## config.mk

```make
export PLATFORM = sky130hd
export DESIGN_NAME = sram_access_ctrl
export DESIGN_NICKNAME = d
export VERILOG_FILES = /design/src/rtl/sram_ctl_pkg.sv /design/src/rtl/sram_ctl_timer.sv /design/src/rtl/sram_ctl_seq.sv /design/src/rtl/sram_ctl_lanes.sv /design/src/rtl/sram_access_ctrl.sv
export SDC_FILE = /design/constraint.sdc
export NUM_CORES = 1
export LEC_CHECK = 0
export BUFFER_PORTS_ARGS = -buffer_cell sky130_fd_sc_hd__buf_4
export CAP_MARGIN = 20
export CORE_UTILIZATION = 43
export DETAILED_ROUTE_END_ITERATION = 8
export PLACE_DENSITY_LB_ADDON = 0.05
export SYNTH_ARGS = -nofsm -noshare
export SYNTH_HDL_FRONTEND = slang
export SYNTH_HIERARCHICAL = 1
export SYNTH_SLANG_ARGS = --single-unit
```

## constraint.sdc

```tcl
create_clock -name clk -period 1.7 [get_ports clk]
set_input_delay 0 -clock clk [delete_from_list [all_inputs] [get_ports clk]]
set_output_delay 0 -clock clk [all_outputs]
set_load 0.1 [all_outputs]
```

## src/rtl/sram_ctl_pkg.sv

```systemverilog
package sram_ctl_pkg;

    parameter int ADDR_W = 18;
    parameter int DATA_W = 16;
    parameter int LANES  = DATA_W / 8;

    typedef enum logic [2:0] {
        ST_IDLE,
        ST_READ,
        ST_TURN,
        ST_WRITE,
        ST_WREC
    } seq_state_e;

    typedef struct packed {
        logic              write;
        logic [ADDR_W-1:0] addr;
        logic [DATA_W-1:0] wdata;
        logic [LANES-1:0]  mask;
    } host_req_t;

    function automatic int imax(input int a, input int b);
        return (a > b) ? a : b;
    endfunction

    // Whole clock cycles covering a duration, never less than one.
    function automatic int ns_to_cyc(input int ns, input int period);
        int c;
        c = (ns + period - 1) / period;
        return (c < 1) ? 1 : c;
    endfunction

endpackage

```

## src/rtl/sram_ctl_timer.sv

```systemverilog
module sram_ctl_timer #(
    parameter int CNT_W = 4
) (
    input  logic             clk,
    input  logic             rst,
    input  logic             load,
    input  logic [CNT_W-1:0] load_val,
    output logic             zero
);
    logic [CNT_W-1:0] cnt;

    always_ff @(posedge clk) begin
        if (rst)
            cnt <= '0;
        else if (load)
            cnt <= load_val;
        else if (cnt != '0)
            cnt <= cnt - 1'b1;
    end

    assign zero = (cnt == '0);
endmodule

```

## src/rtl/sram_ctl_seq.sv

```systemverilog
module sram_ctl_seq
    import sram_ctl_pkg::*;
#(
    parameter int RD_CYC   = 7,
    parameter int TURN_CYC = 3,
    parameter int WP_CYC   = 6,
    parameter int REC_CYC  = 1,
    parameter int CNT_W    = 4
) (
    input  logic              clk,
    input  logic              rst,
    input  logic              req_valid,
    input  logic              req_write,
    input  logic [ADDR_W-1:0] req_addr,
    input  logic [DATA_W-1:0] req_wdata,
    input  logic [LANES-1:0]  req_mask,
    input  logic              tmr_zero,
    output seq_state_e        state,
    output host_req_t         cur,
    output logic              tmr_load,
    output logic [CNT_W-1:0]  tmr_val,
    output logic              capture,
    output logic              rd_valid
);
    localparam logic [CNT_W-1:0] RD_LD   = CNT_W'(RD_CYC - 1);
    localparam logic [CNT_W-1:0] TURN_LD = CNT_W'(TURN_CYC - 1);
    localparam logic [CNT_W-1:0] WP_LD   = CNT_W'(WP_CYC - 1);
    localparam logic [CNT_W-1:0] REC_LD  = CNT_W'(REC_CYC - 1);

    seq_state_e nxt;

    always_comb begin
        nxt      = state;
        tmr_load = 1'b0;
        tmr_val  = '0;
        capture  = 1'b0;
        case (state)
            ST_IDLE: if (req_valid) begin
                tmr_load = 1'b1;
                tmr_val  = req_write ? WP_LD : RD_LD;
                nxt      = req_write ? ST_WRITE : ST_READ;
            end
            ST_READ: if (tmr_zero) begin
                capture  = 1'b1;
                tmr_load = 1'b1;
                tmr_val  = TURN_LD;
                nxt      = ST_TURN;
            end
            ST_TURN: if (tmr_zero) nxt = ST_IDLE;
            ST_WRITE: if (tmr_zero) begin
                tmr_load = 1'b1;
                tmr_val  = REC_LD;
                nxt      = ST_WREC;
            end
            ST_WREC: if (tmr_zero) nxt = ST_IDLE;
            default: nxt = ST_IDLE;
        endcase
    end

    always_ff @(posedge clk) begin
        if (rst) begin
            state    <= ST_IDLE;
            cur      <= '0;
            rd_valid <= 1'b0;
        end else begin
            state    <= nxt;
            rd_valid <= capture;
            if (state == ST_IDLE && req_valid) begin
                cur.write <= req_write;
                cur.addr  <= req_addr;
                cur.wdata <= req_wdata;
                cur.mask  <= req_mask;
            end
        end
    end
endmodule

```

## src/rtl/sram_ctl_lanes.sv

```systemverilog
module sram_ctl_lanes
    import sram_ctl_pkg::*;
(
    input  logic              clk,
    input  logic              rst,
    input  logic              strobe,
    input  logic              capture,
    input  logic [LANES-1:0]  mask,
    input  logic [DATA_W-1:0] dq_in,
    output logic [LANES-1:0]  be_n,
    output logic [DATA_W-1:0] rd_data
);
    for (genvar i = 0; i < LANES; i++) begin : g_lane
        logic [7:0] lane_q;

        assign be_n[i] = !(strobe && mask[i]);

        always_ff @(posedge clk) begin
            if (rst)
                lane_q <= 8'h00;
            else if (capture)
                lane_q <= mask[i] ? dq_in[i*8 +: 8] : 8'h00;
        end

        assign rd_data[i*8 +: 8] = lane_q;
    end
endmodule

```

## src/rtl/sram_access_ctrl.sv

```systemverilog
module sram_access_ctrl
    import sram_ctl_pkg::*;
#(
    parameter int CLK_PERIOD_NS = 10,
    parameter int T_RC_NS       = 70,
    parameter int T_AA_NS       = 70,
    parameter int T_OE_NS       = 35,
    parameter int T_OHZ_NS      = 25,
    parameter int T_WC_NS       = 70,
    parameter int T_WP_NS       = 50,
    parameter int T_AW_NS       = 60,
    parameter int T_DW_NS       = 35
) (
    input  logic              clk,
    input  logic              rst,
    input  logic              req_valid,
    output logic              req_ready,
    input  logic              req_write,
    input  logic [ADDR_W-1:0] req_addr,
    input  logic [DATA_W-1:0] req_wdata,
    input  logic [LANES-1:0]  req_mask,
    output logic              rd_valid,
    output logic [DATA_W-1:0] rd_data,
    output logic [ADDR_W-1:0] mem_addr,
    output logic              mem_ce1_n,
    output logic              mem_ce2,
    output logic              mem_we_n,
    output logic              mem_oe_n,
    output logic              mem_ub_n,
    output logic              mem_lb_n,
    output logic [DATA_W-1:0] mem_dq_oe,
    output logic [DATA_W-1:0] mem_dq_out,
    input  logic [DATA_W-1:0] mem_dq_in
);
    localparam int RD_CYC   = ns_to_cyc(imax(T_AA_NS, T_OE_NS), CLK_PERIOD_NS);
    localparam int TURN_CYC = imax(ns_to_cyc(T_OHZ_NS, CLK_PERIOD_NS),
                                   ns_to_cyc(T_RC_NS, CLK_PERIOD_NS) - RD_CYC);
    localparam int WP_CYC   = ns_to_cyc(imax(T_WP_NS, imax(T_AW_NS, T_DW_NS)), CLK_PERIOD_NS);
    localparam int REC_CYC  = imax(1, ns_to_cyc(T_WC_NS, CLK_PERIOD_NS) - WP_CYC);
    localparam int MAX_CYC  = imax(imax(RD_CYC, TURN_CYC), imax(WP_CYC, REC_CYC));
    localparam int CNT_W    = $clog2(MAX_CYC + 1);

    seq_state_e       state;
    host_req_t        cur;
    logic             tmr_load;
    logic [CNT_W-1:0] tmr_val;
    logic             tmr_zero;
    logic             capture;
    logic             strobe_rd;
    logic             strobe_wr;
    logic [LANES-1:0] be_n;

    sram_ctl_timer #(.CNT_W(CNT_W)) u_timer (
        .clk      (clk),
        .rst      (rst),
        .load     (tmr_load),
        .load_val (tmr_val),
        .zero     (tmr_zero)
    );

    sram_ctl_seq #(
        .RD_CYC   (RD_CYC),
        .TURN_CYC (TURN_CYC),
        .WP_CYC   (WP_CYC),
        .REC_CYC  (REC_CYC),
        .CNT_W    (CNT_W)
    ) u_seq (
        .clk       (clk),
        .rst       (rst),
        .req_valid (req_valid),
        .req_write (req_write),
        .req_addr  (req_addr),
        .req_wdata (req_wdata),
        .req_mask  (req_mask),
        .tmr_zero  (tmr_zero),
        .state     (state),
        .cur       (cur),
        .tmr_load  (tmr_load),
        .tmr_val   (tmr_val),
        .capture   (capture),
        .rd_valid  (rd_valid)
    );

    assign strobe_rd = (state == ST_READ);
    assign strobe_wr = (state == ST_WRITE);

    sram_ctl_lanes u_lanes (
        .clk     (clk),
        .rst     (rst),
        .strobe  (strobe_rd || strobe_wr),
        .capture (capture),
        .mask    (cur.mask),
        .dq_in   (mem_dq_in),
        .be_n    (be_n),
        .rd_data (rd_data)
    );

    assign req_ready  = (state == ST_IDLE);
    assign mem_addr   = cur.addr;
    assign mem_ce1_n  = !(strobe_rd || strobe_wr);
    assign mem_ce2    = strobe_rd || strobe_wr;
    assign mem_we_n   = !strobe_wr;
    assign mem_oe_n   = !strobe_rd;
    assign mem_ub_n   = be_n[1];
    assign mem_lb_n   = be_n[0];
    assign mem_dq_oe  = {DATA_W{strobe_wr}};
    assign mem_dq_out = cur.wdata;
endmodule

```

==> metrics, run 1 <==
status completed; setup violators final 0; final hold violations 0; Final Cycle Share 0.967; Clock Skew 7.34 ps; RSZ-0062 raised after global routing yes; Core ar. 6390 sq um; clock tree buffer depth 2; post-synthesis cell count 298; initial antenna violation count 0; CTS root buffer clkbuf_8; TritonCTS Buffers 9; commonest non-fill, non-tap cells in the layout 135 x buf_4, 89 x nand2b_1, 57 x dfxtp_1; First-pass DRT Iterations 4; most used cell, CP inv_2; ANT nets after route 0; fillcell total 481; GPL Wtd Cong 0.671; CP Cell Sequence inv_2, ha_4, nand2b_4, inv_2, nand2_2, o21bai_4, nor4b_1, a2111oi_1; Starting Density 0.449; clock latency on the worst-skew pair 340 ps; Sequential Power Share 0.278; Reg clk slew, reported paths 70 ps; P_sw 2.83 mW; Leak 2.00 nW; routed length per instance 12.6 microns; fin nets 521; critical path launch point u_timer/cnt[0]$_SDFFE_PP0P_; final WL 6870 microns; # DRC 0; slowest cell on the critical path a2111oi_1; Crit. End Element flip-flop; # Max-Cap Violations 0; die area 7000 sq um; layout cell share with drive strength beyond 1 0.374; Worst setup SP type flip-flop; PortBufs 129; actual slew at the worst max-slew pin 426 ps; Post-DP HPWL 4150 microns; Comb power frac 0.497; crit path capture u_timer/cnt[0]$_SDFFE_PP0P_; antenna cell count 0; vias per inst 4.67; crit-path leading delay family compound AO/OA/AOI/OAI gates; utilization after layout 0.722; mapped cell area 2870 sq um; Worst Path Required 1930 ps; pin count of the biggest net entering global routing 59; peak supply drop 1.15 mV; average size of a mapped cell 9.62 sq um; Critical Path AT 1870 ps; cell depth of the worst setup path 8; CP Max Fanout 7; worst reg2reg setup slack 60 ps; RR Startpoint u_timer/cnt[0]$_SDFFE_PP0P_; num rows 29; Max Freq 608 MHz; die height 83.6 microns; Power Dens Cells 1350 nW/um^2; H-tree depth 3; slowest stage delay, CP 350 ps; Hold Crit Class input pin to flip-flop; Ports 130; GR Overflow Total 0; CTS tree done; Max Slew Vio Count 0; number of buffers and inverters on the critical path 2; CP Class flip-flop to flip-flop; Clock power frac 0.225; RR Endpoint u_timer/cnt[0]$_SDFFE_PP0P_; commonest non-fill, non-tap cell in the layout buf_4; internal power 3.41 mW; area growth from synthesis to final layout 60.8%; r2r worst-path depth 8; hold slack 58.2 ps; vias in the first global route 2452; Rel. slew slack 0.715; YS warnings 6; Starting DRT DRC Count 77; vias 2543; net count after synthesis 356; Chip Width 83.6 microns; global-route wire length before repair 11300 microns; GRT Total Usage 0.202; Final min period 1640 ps; Sink Count 59; Net Sw Frac 0.453; total chip power 6.24 mW
## power groups by stage
stage	Combinational [mW]	Clock (mW)	Sequential, mW
floorplan	1.49	0	2.59
global placement	2.84	0	1.74
detailed placement	2.87	0	1.75
CTS	2.98	1.44	1.72
global route	3.25	1.50	1.76
finish	3.10	1.40	1.73
## worst min-delay path by stage
stage	to	start	cells after the start	slack, ps
2_1_floorplan	u_timer/cnt[2]$_SDFFE_PP0P_	rst	1	70
6_report	u_seq/state[0]$_SDFFE_PP0P_	req_valid	3	60
3_3_place_gp	u_seq/cur[14]$_SDFFE_PP0P_	req_wdata[12]	3	270
4_1_cts	u_seq/state[0]$_SDFFE_PP0P_	req_valid	3	40
5_1_grt	u_seq/state[0]$_SDFFE_PP0P_	req_valid	3	60
3_5_place_dp	u_seq/cur[30]$_SDFFE_PP0P_	req_addr[12]	3	280
## cell type report
class | instances | area (sq um) | share of cell area
flip-flops and latches | 59 | 1190 | 0.257
well taps | 77 | 96.3 | 0.0209
multi-input cells | 197 | 1480 | 0.320
clock inverters | 3 | 42.5 | 0.00923
clock buffers | 13 | 180 | 0.0391
inverters | 4 | 15.0 | 0.00326
repair buffers | 192 | 1610 | 0.350
## sequential cells by signal, indices dropped and copies added (netlist names)
name / count
u_seq/rd_valid: 1
u_lanes/g_lane.lane_q: 16
u_seq/cur: 36
u_seq/state: 3
u_timer/cnt: 3
## routing by layer
| metal | share of wire | wire, microns | vias to the layer above | track usage |
|---|---|---|---|---|
| met2 | 0.50 | 3420 | 79 | 0.358 |
| li1 | - | - | 1303 | - |
| met1 | 0.42 | 2870 | 1149 | 0.221 |
| met5 | 0 | 0 | - | 0 |
| met4 | 0.020 | 138 | 0 | 0.0986 |
| met3 | 0.065 | 447 | 12 | 0.0554 |
## what timing repair did
action                                  CTS  global route
cloned                                    0             0
setup buffers                             0             1
resized for setup                         2             9
endpoints found under the setup margin   18            35
hold endpoints to repair                 53             0
hold buffers                             54             0
pin swaps                                 0             1
## through the flow
stage	cell area [sq um]	TNS, ps	worst slack, ps	cells
2_1_floorplan	2910	-48.9	-36.1	298
3_3_place_gp	3800	0	71.6	474
3_5_place_dp	3800	-46.5	-39.1	474
4_1_cts	4570	0	5.49	544
5_1_grt	4610	-642	-42.9	545
6_report	4610	0	55.9	545
## worst register-to-register path: cells and delay by family (launching register included)
family,cells,cell delay [ps]
and+or+nand+nor,3,280
AOI/OAI and AO/OA,2,600
buffers and inverters,2,150
adders and majority gates,1,160
DFF,1,340
(Power assumes the default switching activity.)
==> inputs of run 2 (changes only) <==
--- a/config.mk
+++ b/config.mk
@@ -6,10 +6,11 @@
 export NUM_CORES = 1
 export LEC_CHECK = 0
 export BUFFER_PORTS_ARGS = -buffer_cell sky130_fd_sc_hd__buf_4
-export CAP_MARGIN = 20
-export CORE_UTILIZATION = 43
+export CAP_MARGIN = 40
+export CORE_UTILIZATION = 23
 export DETAILED_ROUTE_END_ITERATION = 8
 export PLACE_DENSITY_LB_ADDON = 0.05
+export SLEW_MARGIN = 10
 export SYNTH_ARGS = -nofsm -noshare
 export SYNTH_HDL_FRONTEND = slang
 export SYNTH_HIERARCHICAL = 1
==> run 2 against run 1 <==
  * Die area up 85%
  * Global-route usage down 8.5 points
  * Utilization down 32 points
  * Sequential power about the same
  * Critical path type is now flip-flop to output port
  * Cell area up 4.4%
  * Clock power up 29%
  * Via count up 0.83%
  * Sequential share of layout area down 1.0 points
  * Sequential cell count unchanged
  * Maximum frequency up 1.2%
  * Power up 5.8%
  * Wire length up 6.2%
==> metrics, run 2 (synthesis gave the netlist of run 1 again) <==
status completed (unchanged); Core ar. 12100 sq um (was 6390 sq um); final instance area 4810 sq um (was 4610 sq um); Max Freq 615 MHz (was 608 MHz); die area 12900 sq um (was 7000 sq um); global-route wire length before repair 11600 microns (was 11300 microns); pin count of the biggest net entering global routing 82 (was 59); crit-path leading delay family buffers and inverters (was compound AO/OA/AOI/OAI gates); slack of the critical path 75.0 ps (was 55.9 ps); Net Sw Frac 0.434 (was 0.453); most used cell, CP buf_4 (was inv_2); fillcell total 1188 (was 481); Reg clk slew, reported paths 50 ps (was 70 ps); worst slack at placement -38.6 ps (was -39.1 ps); final non-filler cell total 639 (was 545); slowest cell on the critical path dfxtp_1 (was a2111oi_1); utilization after layout 0.399 (was 0.722); H-tree depth 3 (unchanged); Comb power frac 0.469 (was 0.497); vias in the first global route 2445 (was 2452); initial antenna violation count 0 (unchanged); antenna cell count 0 (unchanged); die height 114 microns (was 83.6 microns); final hold violations 0 (unchanged); routed length per instance 11.4 microns (was 12.6 microns); CTS root buffer clkbuf_16 (was clkbuf_8); GR Overflow Total 0 (unchanged); Chip Width 114 microns (was 83.6 microns); vias 2564 (was 2543); peak supply drop 0.589 mV (was 1.15 mV); Largest Register u_seq/cur (unchanged); Clock Skew 3.34 ps (was 7.34 ps); Critical Path AT 1630 ps (was 1870 ps); Post-DP HPWL 4660 microns (was 4150 microns); CP Class flip-flop to output port (was flip-flop to flip-flop); total chip power 6.60 mW (was 6.24 mW); TritonCTS Buffers 9 (unchanged); Leak 2.06 nW (was 2.00 nW); P_sw 2.86 mW (was 2.83 mW); First-pass DRT Iterations 4 (unchanged); Ports 130 (unchanged); top flop regs u_seq/cur (36), u_lanes/g_lane.lane_q (16) (unchanged); final WL 7300 microns (was 6870 microns); Starting Density 0.238 (was 0.449); Clock power frac 0.272 (was 0.225); clock latency on the worst-skew pair 330 ps (was 340 ps); # DRC 0 (unchanged); CP Cell Sequence buf_4, and3b_2, buf_4 (was inv_2, ha_4, nand2b_4, inv_2, nand2_2, o21bai_4, nor4b_1, a2111oi_1); RSZ-0062 raised after global routing yes (unchanged); # placed instances 568 (was 474); Power Dens Cells 1370 nW/um^2 (was 1350 nW/um^2); Worst setup SP type flip-flop (unchanged); vias per inst 4.01 (was 4.67); Starting DRT DRC Count 87 (was 77); internal power 3.74 mW (was 3.41 mW); slowest stage delay, CP 370 ps (was 350 ps); Largest register FFs 36 (unchanged); Hold Crit Class input pin to flip-flop (unchanged); setup_tns 0 ps (unchanged); Worst Path Required 1700 ps (was 1930 ps); # Max-Cap Violations 0 (unchanged); Crit. End Element output port (was flip-flop); fin nets 526 (was 521); commonest non-fill, non-tap cells in the layout 141 x buf_4, 90 x nand2b_1, 55 x dfxtp_1 (was 135 x buf_4, 89 x nand2b_1, 57 x dfxtp_1); actual slew at the worst max-slew pin 629 ps (was 426 ps); GPL Wtd Cong 0.673 (was 0.671); Max Slew Vio Count 0 (unchanged); Rel. slew slack 0.581 (was 0.715); worst reg2reg setup slack 110 ps (was 60 ps); ANT nets after route 0 (unchanged); PortBufs 129 (unchanged); layout cell share with drive strength beyond 1 0.378 (was 0.374); num rows 40 (was 29); Final min period 1630 ps (was 1640 ps); GRT Total Usage 0.117 (was 0.202); hold slack 81.1 ps (was 58.2 ps); DP Area 3920 sq um (was 3800 sq um); Final Cycle Share 0.956 (was 0.967); clock tree buffer depth 2 (unchanged); number of buffers and inverters on the critical path 2 (unchanged); Sequential Power Share 0.259 (was 0.278); area growth from synthesis to final layout 68.0% (was 60.8%); Sink Count 59 (unchanged); commonest non-fill, non-tap cell in the layout buf_4 (unchanged); CTS tree done (unchanged); CP Max Fanout 16 (was 7); setup violators final 0 (unchanged)
## run 2: cell count changes in the layout (fill, tap and decap cells not counted), moves of 2 or more
cell | previous run | this run
buf_4 | 135 | 141
clkbuf_16 | 1 | 10
clkbuf_8 | 11 | 3
dfxtp_1 | 57 | 55
dfxtp_2 | 1 | 3
inv_1 | 1 | 3
inv_2 | 3 | 1
## run 2: area by class of cell
| class | count | area, sq um | area share |
|---|---|---|---|
| clock buffers | 13 | 292 | 0.0606 |
| clock inverters | 1 | 5.00 | 0.00104 |
| inverters | 4 | 15.0 | 0.00312 |
| multi-input cells | 197 | 1470 | 0.304 |
| flip-flops and latches | 59 | 1190 | 0.247 |
| well taps | 168 | 210 | 0.0437 |
| repair buffers | 197 | 1640 | 0.340 |
## run 2: routing by layer
layer / wire length (microns) / GRT usage / vias up
met3: 487 / 0.0361 / 12
met2: 3330 / 0.183 / 85
met4: 159 / 0.0737 / 0
met5: 0 / 0 / -
met1: 3320 / 0.140 / 1155
li1: - / - / 1312
## run 2: worst paths after layout
path	startpoint	cells past startpoint	endpoint
hold reg to reg	u_lanes/g_lane[1].lane_q[3]$_SDFFE_PP0P_	2	u_lanes/g_lane[1].lane_q[3]$_SDFFE_PP0P_
hold / removal	req_valid	3	u_seq/state[0]$_SDFFE_PP0P_
setup reg to reg	u_timer/cnt[0]$_SDFFE_PP0P_	7	u_seq/state[2]$_SDFFE_PP0P_
setup / recovery	u_seq/state[1]$_SDFFE_PP0P_	3	mem_dq_oe[5]
## run 2: power by group through the flow
stage                     Combinational [mW]  Sequential, mW  Clock, mW
final                                   3.10            1.71       1.80
after global routing                    3.24            1.74       1.94
after CTS                               3.05            1.71       1.89
after detailed placement                2.92            1.73          0
after global placement                  2.90            1.73          0
after floorplan                         1.49            2.59          0
## run 2: what timing repair did
action                                 CTS  global route
pin swaps                                2             4
hold buffers                            54             0
resized for setup                        2             8
setup endpoints to repair               18            21
endpoints found under the hold margin   53             0
setup buffers                            1             2
## run 2: worst register-to-register path: stages, from the launching register on
cell and delay (ps):
dfxtp_2 330, inv_1 50, ha_1 220, nand2b_1 120, inv_2 60, buf_4 140, or4b_1 480, a21oi_2 120
